File: config.mk
export PLATFORM = sky130hd
export DESIGN_NAME = ubt_xcvr
export DESIGN_NICKNAME = d
export VERILOG_FILES = /design/src/rtl/ubt_pkg.sv /design/src/rtl/ubt_sync.sv /design/src/rtl/ubt_store.sv /design/src/rtl/ubt_xcvr.sv
export SDC_FILE = /design/constraint.sdc
export NUM_CORES = 1
export LEC_CHECK = 0
export CAP_MARGIN = 30
export CORE_AREA = 5 5 108 110
export CTS_CLUSTER_SIZE = 10
export DETAILED_ROUTE_END_ITERATION = 10
export DIE_AREA = 0 0 113 115
export HOLD_SLACK_MARGIN = 0.06
export PLACE_DENSITY_LB_ADDON = 0.08
export SLEW_MARGIN = 20
export SYNTH_ARGS = -nofsm -noshare
export SYNTH_HDL_FRONTEND = slang
export SYNTH_SLANG_ARGS = --single-unit
File: constraint.sdc
create_clock -name clk -period 2.5 [get_ports clk]
set_input_delay 0.375 -clock clk [delete_from_list [all_inputs] [get_ports clk]]
set_output_delay 0.375 -clock clk [all_outputs]
set_load 0.05 [all_outputs]
File: src/rtl/ubt_pkg.sv
package ubt_pkg;
  // What a storage element does on the current system-clock edge.
  typedef enum logic [1:0] {
    MODE_HOLD   = 2'd0,
    MODE_FOLLOW = 2'd1,
    MODE_CLOCK  = 2'd2
  } ubt_mode_e;
endpackage

File: src/rtl/ubt_sync.sv
module ubt_sync #(
  parameter int N      = 1,
  parameter int STAGES = 2
) (
  input  logic         clk,
  input  logic         rst_n,
  input  logic [N-1:0] pin,
  output logic [N-1:0] lvl,
  output logic [N-1:0] rise
);
  localparam int LAST = STAGES - 1;

  logic [N-1:0] stg_q [STAGES];
  logic [N-1:0] prev_q;

  always_ff @(posedge clk or negedge rst_n) begin
    if (!rst_n) stg_q[0] <= '0;
    else        stg_q[0] <= pin;
  end

  for (genvar s = 1; s < STAGES; s++) begin : g_stage
    always_ff @(posedge clk or negedge rst_n) begin
      if (!rst_n) stg_q[s] <= '0;
      else        stg_q[s] <= stg_q[s-1];
    end
  end

  always_ff @(posedge clk or negedge rst_n) begin
    if (!rst_n) prev_q <= '0;
    else        prev_q <= stg_q[LAST];
  end

  assign lvl  = stg_q[LAST];
  assign rise = stg_q[LAST] & ~prev_q;

  // The synchronized level rises only after the pin was high two edges earlier.
  for (genvar i = 0; i < N; i++) begin : g_chk
    assert_sync_delay_R5: assert property (@(posedge clk) disable iff (!rst_n)
      $rose(lvl[i]) |-> $past(pin[i], 2))
      else $error("synchronized level rose without an earlier pin level");
  end
endmodule

File: src/rtl/ubt_store.sv
module ubt_store
  import ubt_pkg::*;
#(
  parameter int W = 18
) (
  input  logic         clk,
  input  logic         rst_n,
  input  logic         le_q,
  input  logic         ck_rise,
  input  logic [W-1:0] d,
  output logic [W-1:0] q
);
  ubt_mode_e    mode;
  logic         load;
  logic [W-1:0] q_d, q_q;

  always_comb begin
    if (le_q)         mode = MODE_FOLLOW;
    else if (ck_rise) mode = MODE_CLOCK;
    else              mode = MODE_HOLD;
    load = (mode != MODE_HOLD);
    q_d  = load ? d : q_q;
  end

  always_ff @(posedge clk or negedge rst_n) begin
    if (!rst_n)    q_q <= '0;
    else if (load) q_q <= q_d;
  end

  assign q = q_q;

  assert_follow_R2: assert property (@(posedge clk) disable iff (!rst_n)
    le_q |=> (q == $past(d)))
    else $error("transparent storage did not load its input");

  assert_hold_R4: assert property (@(posedge clk) disable iff (!rst_n)
    (!le_q && !ck_rise) |=> $stable(q))
    else $error("stored value changed with no load condition");

  assert_clock_R5: assert property (@(posedge clk) disable iff (!rst_n)
    (!le_q && ck_rise) |=> (q == $past(d)))
    else $error("strobe edge did not capture the input");
endmodule

File: src/rtl/ubt_xcvr.sv
module ubt_xcvr #(
  parameter int HALF_W      = 18,
  parameter int HALVES      = 2,
  parameter int SYNC_STAGES = 2,
  localparam int W          = HALF_W * HALVES
) (
  input  logic              clk,
  input  logic              rst_n,
  input  logic [HALVES-1:0] ab_oe,
  input  logic [HALVES-1:0] ab_le,
  input  logic [HALVES-1:0] ab_ck,
  input  logic [HALVES-1:0] ba_oe_n,
  input  logic [HALVES-1:0] ba_le,
  input  logic [HALVES-1:0] ba_ck,
  input  logic [W-1:0]      a_in,
  output logic [W-1:0]      a_out,
  output logic [W-1:0]      a_oe,
  input  logic [W-1:0]      b_in,
  output logic [W-1:0]      b_out,
  output logic [W-1:0]      b_oe,
  output logic [HALVES-1:0] conflict
);
  localparam int NCTL = 4 * HALVES;

  logic [NCTL-1:0] ctl_pin, ctl_lvl, ctl_rise;

  assign ctl_pin = {ba_ck, ba_le, ab_ck, ab_le};

  ubt_sync #(.N(NCTL), .STAGES(SYNC_STAGES)) u_sync (
    .clk  (clk),
    .rst_n(rst_n),
    .pin  (ctl_pin),
    .lvl  (ctl_lvl),
    .rise (ctl_rise)
  );

  for (genvar h = 0; h < HALVES; h++) begin : g_half
    logic [HALF_W-1:0] ab_q, ba_q;
    logic              ab_en, ba_en;

    assign ab_en = ab_oe[h];
    assign ba_en = ~ba_oe_n[h];

    ubt_store #(.W(HALF_W)) u_ab (
      .clk    (clk),
      .rst_n  (rst_n),
      .le_q   (ctl_lvl[h]),
      .ck_rise(ctl_rise[HALVES + h]),
      .d      (a_in[h*HALF_W +: HALF_W]),
      .q      (ab_q)
    );

    ubt_store #(.W(HALF_W)) u_ba (
      .clk    (clk),
      .rst_n  (rst_n),
      .le_q   (ctl_lvl[2*HALVES + h]),
      .ck_rise(ctl_rise[3*HALVES + h]),
      .d      (b_in[h*HALF_W +: HALF_W]),
      .q      (ba_q)
    );

    assign b_out[h*HALF_W +: HALF_W] = ab_en ? ab_q : '0;
    assign b_oe [h*HALF_W +: HALF_W] = {HALF_W{ab_en}};
    assign a_out[h*HALF_W +: HALF_W] = ba_en ? ba_q : '0;
    assign a_oe [h*HALF_W +: HALF_W] = {HALF_W{ba_en}};
    assign conflict[h]               = ab_en & ba_en;

    assert_b_gate_R6: assert property (@(posedge clk) disable iff (!rst_n)
      !b_oe[h*HALF_W] |-> (b_out[h*HALF_W +: HALF_W] == '0))
      else $error("B port carries data while disabled");

    assert_a_gate_R7: assert property (@(posedge clk) disable iff (!rst_n)
      !a_oe[h*HALF_W] |-> (a_out[h*HALF_W +: HALF_W] == '0))
      else $error("A port carries data while disabled");

    assert_conflict_R9: assert property (@(posedge clk) disable iff (!rst_n)
      conflict[h] == (a_oe[h*HALF_W] && b_oe[h*HALF_W]))
      else $error("conflict flag disagrees with the two enables");
  end
endmodule

==> results of run 1 <==
-- Yosys cell counts --
cell type  count
buf_12         4
inv_1          2
nor2b_1       38
a21oi_4        4
and2_1        36
inv_2          4
mux2_4        40
clkbuf_1       6
dfrtp_1       92
mux2_2        32
buf_4         72
-- through the flow --
step           instance area (µm²)  power, mW  worst slack, ps  std cells
2_1_floorplan                 4457      2.635            852.8        330
3_3_place_gp                  7878      3.465            461.0        628
3_5_place_dp                  7878      3.502            410.1        628
4_1_cts                       8120      4.684            402.9        645
5_1_grt                       8120      4.808            331.6        645
6_report                      8120      4.633            426.7        645
-- where the power goes --
group	leakage, nW	internal [mW]	switching (mW)	total, mW
Clock	0.111	0.667	0.511	1.18
Sequential	1.07	1.62	0.0672	1.69
Combinational	2.38	0.893	0.875	1.77
Total	3.56	3.18	1.45	4.63
-- state kept, by name, summed over array words and instances (netlist names) --
name,cells
u_sync.lvl,8
g_half.u_ab.q,36
g_half.u_ba.q,36
u_sync.prev_q,4
u_sync.stg_q,8
-- worst paths after layout --
kind	slack [ps]	end	cells past startpoint
min reg2reg	350	u_sync.lvl[6]$_DFF_PN0_	0
max reg2reg	930	g_half[0].u_ab.q[5]$_DFFE_PN0P_	2
min in group asynchronous	560	g_half[1].u_ab.q[2]$_DFFE_PN0P_	2
max	430	a_out[31]	4
min	350	u_sync.lvl[6]$_DFF_PN0_	0
max in group asynchronous	1250	g_half[0].u_ab.q[3]$_DFFE_PN0P_	3
-- worst max-delay path: cells and delay by family --
| family | cells | cell delay (ps) |
|---|---|---|
| simple gates | 1 | 210 |
| buf+inv | 3 | 1100 |
-- layer usage --
layer  GRT usage  vias up  wire [µm]
li1            -     1331          -
met1      0.2003     1411       4394
met2      0.3195      131       6064
met3     0.06316       12        989
met4     0.06090        0        177
met5           0        -          0
-- cell type report --
type                            instances  area share
Multi-Input combinational cell        150      0.1834
Sequential cell                        92      0.2835
Clock inverter                          4     0.01202
Tap cell                              140     0.02157
Inverter                                6    0.002773
Clock buffer                           12     0.01664
Timing Repair Buffer                  241      0.4801
-- placed cells by master, fill, tap and decap left out, drive strengths merged --
cell type      Yosys  layout
dfrtp             92      92
clkinvlp           0       1
and2              36      36
dlygate4sd3        0       1
mux2              72      72
bufinv             0       3
clkdlybuf4s50      0      84
nor2b             38      38
a21oi              4       4
inv                6       6
clkbuf             6      12
buf               76     156
-- cell families (layout without fill, tap and decap cells) --
logic type	after synthesis	in the layout	synth area share
multiplexers	72	72	0.2156
buffers and inverters	88	263	0.1494
AND/OR/NAND/NOR	74	74	0.1039
flip-flops	92	92	0.5166
AO/OA/AOI/OAI	4	4	0.01460
==> summary.md, run 1 <==
| Metric | Value |
|---|---|
| Pin count of the biggest net entering global routing | `49` |
| TNS Setup | `0 ps` |
| Clk sinks | `92` |
| Req. time, crit path | `2120 ps` |
| Starting Density | `0.4203` |
| Post-synthesis sequential area ratio | `0.5166` |
| Max_cap viols | `0` |
| Synth unique cells | `11` |
| Die ar. | `13000 µm²` |
| Synth area leader | `dfrtp_1` |
| CTS max path bufs | `2` |
| Fillers | `645` |
| CP startpoint | `ba_oe_n[1]` |
| Yosys top cell area share | `0.5166` |
| GPL Wtd Cong | `0.7153` |
| DRT iter0 DRCs | `52` |
| Mean routed wirelength per cell | `18.02 µm` |
| Skew-Pair Late Insertion Delay | `350 ps` |
| IO Pins | `232` |
| Peak supply drop | `0.3477 mV` |
| Routed vias/inst | `4.473` |
| Multi-input logic area | `1489 µm²` |
| Via count | `2885` |
| Wirelength, routed | `11630 µm` |
| Max Transition Viols Final | `0` |
| Post CTS Setup Buffer Count | `0` |
| Seq cells post-synth | `92` |
| PortBufs | `231` |
| Antenna violations before repair | `0` |
| Cells after Synth | `330` |
| Max-slew headroom | `0.4945` |
| Power per cell area | `570.6 nW/µm²` |
| Fin Clk Skew | `7.512 ps` |
| RSZ-0062 raised after global routing | `false` |
| Data arrival, critical path | `1700 ps` |
| Worst Tran Pin Value | `756.6 ps` |
| Num rows | `38` |
| Die Wd | `113 µm` |
| Reg clk slew, reported paths | `80 ps` |
| Vias in the first global route | `3318` |
| Clock root cell | `clkbuf_8` |
| Area of the core | `10600 µm²` |
| Drc violations | `0` |
| Top cells by area, synth | `dfrtp_1 (52%), mux2_4 (13%), buf_4 (12%)` |
| CTS tree | `yes` |
| Congestion Overflow GR | `0` |
| Synth Cell Area | `4457 µm²` |
| Slowest cell on crit path | `clkdlybuf4s50_1` |
| Gr usage total | `0.1794` |
| Hold Crit Class | `reg -> reg` |
| Post-Syn Area per Cell | `13.51 µm²` |
| Critical path class | `in -> out` |
| # resized after CTS | `0` |
| Ant. Diodes | `0` |
| RR Startpoint | `u_sync.lvl[2]$_DFF_PN0_` |
| Post-layout min period | `2073 ps` |
| Number of CTS-inserted buffers | `9` |
| Final setup fails | `0` |
| Crit-path max FO | `13` |
| Final Hold Vio Count | `0` |
| Hold-fix buffers at CTS | `1` |
| Layout Nets | `586` |
| Hold Path Origin | `u_sync.stg_q[14]$_DFF_PN0_` |
| Area growth from synthesis to layout | `82.20%` |
| Sequential cell area | `2302 µm²` |
| First-pass GRT wire length | `18060 µm` |
| CP max stage delay | `640 ps` |
| CP Launch Type | `input port` |
| Final ANT Viol Nets | `0` |
| Synthesized Nets | `416` |
| Die Ht | `115 µm` |
| Crit end category | `output port` |
| Static leakage | `3.562 nW` |
| Fmax | `482.3 MHz` |
| DR pass1 iterations | `4` |
| Share of cells above drive strength 1 | `0.4931` |
| WHS | `353.5 ps` |
| H-tree depth | `3` |
| Core Util, Final | `0.7659` |
| Period utilisation layout | `0.8293` |
| Crit path cell chain | `clkdlybuf4s50_1, buf_4, nor2b_1, buf_12` |
| Hpwl dp | `9240 µm` |
| Outcome | `complete, no violations` |
| Ys Warns | `0` |
(Power assumes the default switching activity.)
==> run 2: changes to the inputs <==
Settings changed: CORE_AREA 5 5 108 110 to 5 5 112 114, DIE_AREA 0 0 113 115 to 0 0 117 119.
Clock period 2.5 ns to 2 ns, I/O delays scaled along.
==> summary.md, run 2 (synthesized netlist as in run 1, its figures left out) <==
| Metric | Value |
|---|---|
| Hpwl dp | `8918 µm (was 9240 µm)` |
| Die ar. | `13920 µm² (was 13000 µm²)` |
| Layout Nets | `592 (was 586)` |
| CP Launch Type | `input port (unchanged)` |
| Multi-input logic area | `1489 µm² (unchanged)` |
| DP Area | `7964 µm² (was 7878 µm²)` |
| Slack of the critical path | `127.9 ps (was 426.7 ps)` |
| Final ANT Viol Nets | `0 (unchanged)` |
| Clk sinks | `92 (unchanged)` |
| Commonest non-fill, non-tap cells in the layout | `buf_12 (153), dfrtp_1 (92), clkdlybuf4s50_1 (84), mux2_4 (40), nor2b_1 (38) (was buf_12 (150), dfrtp_1 (92), clkdlybuf4s50_1 (84), mux2_4 (40), nor2b_1 (38))` |
| Power per cell area | `717.1 nW/µm² (was 570.6 nW/µm²)` |
| Gr usage total | `0.1575 (was 0.1794)` |
| Hold Crit Class | `reg -> reg (unchanged)` |
| FF-to-FF setup slack | `610 ps (was 930 ps)` |
| WHS | `347.6 ps (was 353.5 ps)` |
| Crit-path max FO | `13 (unchanged)` |
| Static leakage | `3.628 nW (was 3.562 nW)` |
| Finished Cell Area | `8263 µm² (was 8120 µm²)` |
| Die Wd | `117 µm (was 113 µm)` |
| Max-slew headroom | `0.7430 (was 0.4945)` |
| Data arrival, critical path | `1570 ps (was 1700 ps)` |
| Reg clk slew, reported paths | `60 ps (was 80 ps)` |
| Crit end category | `output port (unchanged)` |
| Met2 global-route usage | `0.2681 (was 0.3195)` |
| Fin Clk Skew | `7.959 ps (was 7.512 ps)` |
| DR pass1 iterations | `4 (unchanged)` |
| Hold path cells | `0 (unchanged)` |
| H-tree depth | `3 (unchanged)` |
| Mean routed wirelength per cell | `16.78 µm (was 18.02 µm)` |
| Post-layout min period | `1872 ps` |
| PortBufs | `231 (unchanged)` |
| CTS max path bufs | `2 (unchanged)` |
| Final Hold Vio Count | `0 (unchanged)` |
| Vias in the first global route | `3038 (was 3318)` |
| GPL Wtd Cong | `0.7522 (was 0.7153)` |
| Hold-critical path endpoint | `u_sync.lvl[2]$_DFF_PN0_ (was u_sync.lvl[6]$_DFF_PN0_)` |
| Req. time, crit path | `1700 ps (was 2120 ps)` |
| Clock root cell | `clkbuf_16 (was clkbuf_8)` |
| Area growth from synthesis to layout | `85.40% (was 82.20%)` |
| Routed vias/inst | `4.433 (was 4.473)` |
| Peak supply drop | `0.4750 mV (was 0.3477 mV)` |
| Worst Tran Pin Value | `384.3 ps (was 756.6 ps)` |
| Drc violations | `0 (unchanged)` |
| Fmax | `534.2 MHz` |
| Sequential cell area | `2302 µm² (unchanged)` |
| Hold Path Origin | `u_sync.stg_q[10]$_DFF_PN0_ (was u_sync.stg_q[14]$_DFF_PN0_)` |
| Starting Density | `0.3937 (was 0.4203)` |
| Number of CTS-inserted buffers | `9 (unchanged)` |
| # resized after CTS | `0 (unchanged)` |
| Antenna violations before repair | `0 (unchanged)` |
| DP Worst Slack | `132.6 ps (was 410.1 ps)` |
| Final setup fails | `0 (unchanged)` |
| Grt peak-use layer | `met2 (unchanged)` |
| TNS Setup | `0 ps (unchanged)` |
| Fillers | `740 (was 645)` |
| IO Pins | `232 (unchanged)` |
| RSZ-0062 raised after global routing | `false (unchanged)` |
| DRT iter0 DRCs | `84 (was 52)` |
| Core Util, Final | `0.7299 (was 0.7659)` |
| Congestion Overflow GR | `0 (unchanged)` |
| Ant. Diodes | `0 (unchanged)` |
| Worst R2R End | `g_half[0].u_ba.q[1]$_DFFE_PN0P_ (was g_half[0].u_ab.q[5]$_DFFE_PN0P_)` |
| GR met1 Demand/Resource | `0.1782 (was 0.2003)` |
| Share of cells above drive strength 1 | `0.5049 (was 0.4931)` |
| Outcome | `complete, no violations (unchanged)` |
| RR Startpoint | `u_sync.lvl[6]$_DFF_PN0_ (was u_sync.lvl[2]$_DFF_PN0_)` |
| CTS tree | `yes (unchanged)` |
| Most common cell after layout, fill and taps aside | `buf_12 (unchanged)` |
| Wirelength, routed | `10970 µm (was 11630 µm)` |
| Pin count of the biggest net entering global routing | `45 (was 49)` |
| Max Transition Viols Final | `0 (unchanged)` |
| Worst Reg-to-Reg Cells | `3 (was 2)` |
| Max_cap viols | `0 (unchanged)` |
| Met3 Use GR | `0.06034 (was 0.06316)` |
| Area of the core | `11320 µm² (was 10600 µm²)` |
| Num rows | `39 (was 38)` |
| Period utilisation layout | `0.9361` |
| Critical path class | `in -> out (unchanged)` |
| Via count | `2899 (was 2885)` |
| Die Ht | `119 µm (was 115 µm)` |
| Skew-Pair Late Insertion Delay | `330 ps (was 350 ps)` |
| First-pass GRT wire length | `16980 µm (was 18060 µm)` |
run 2: where the power goes:
| group | internal, mW | leakage, nW | total, mW | switching (mW) |
|---|---|---|---|---|
| clock | 0.910 | 0.134 | 1.60 | 0.686 |
| sequential | 2.03 | 1.07 | 2.11 | 0.0819 |
| combinational | 1.13 | 2.42 | 2.22 | 1.09 |
run 2: worst max-delay path, stage by stage:
cell and delay (ps):
clkdlybuf4s50_1 600, buf_4 270, nor2b_1 220, buf_12 170
run 2: repair_timing:
item / CTS / global route
endpoints found under the hold margin: 19 / 0
buffers inserted: 0 / 0
hold buffers: 1 / 0
run 2: how the worst max path moves through the flow:
stage	startpoint	end	slack (ps)	cells past startpoint
floorplan	ba_oe_n[0]	a_out[0]	500	2
global placement	ba_oe_n[1]	a_out[25]	160	4
detailed placement	ba_oe_n[1]	a_out[31]	130	4
CTS	ba_oe_n[1]	a_out[31]	120	4
global route	ba_oe_n[1]	a_out[31]	20	4
finish	ba_oe_n[1]	a_out[31]	130	4
run 2: metrics by stage:
stage	total power, mW	instances
CTS	6.014	654
detailed placement	4.388	637
floorplan	3.294	330
global route	6.169	654
finish	5.926	654
global placement	4.352	637
run 2: layout make-up:
class                           instances  share of cell area
Clock buffer                           11             0.03059
Timing Repair Buffer                  247              0.4818
Sequential cell                        92              0.2786
Inverter                                6            0.002726
Clock inverter                          5            0.004391
Multi-Input combinational cell        150              0.1802
Tap cell                              143             0.02165
run 2: layer usage:
metal | share of wire | vias to the layer above
met5 | 0 | -
met3 | 0.11 | 16
met1 | 0.35 | 1401
met4 | 0.020 | 0
li1 | - | 1343
met2 | 0.52 | 139
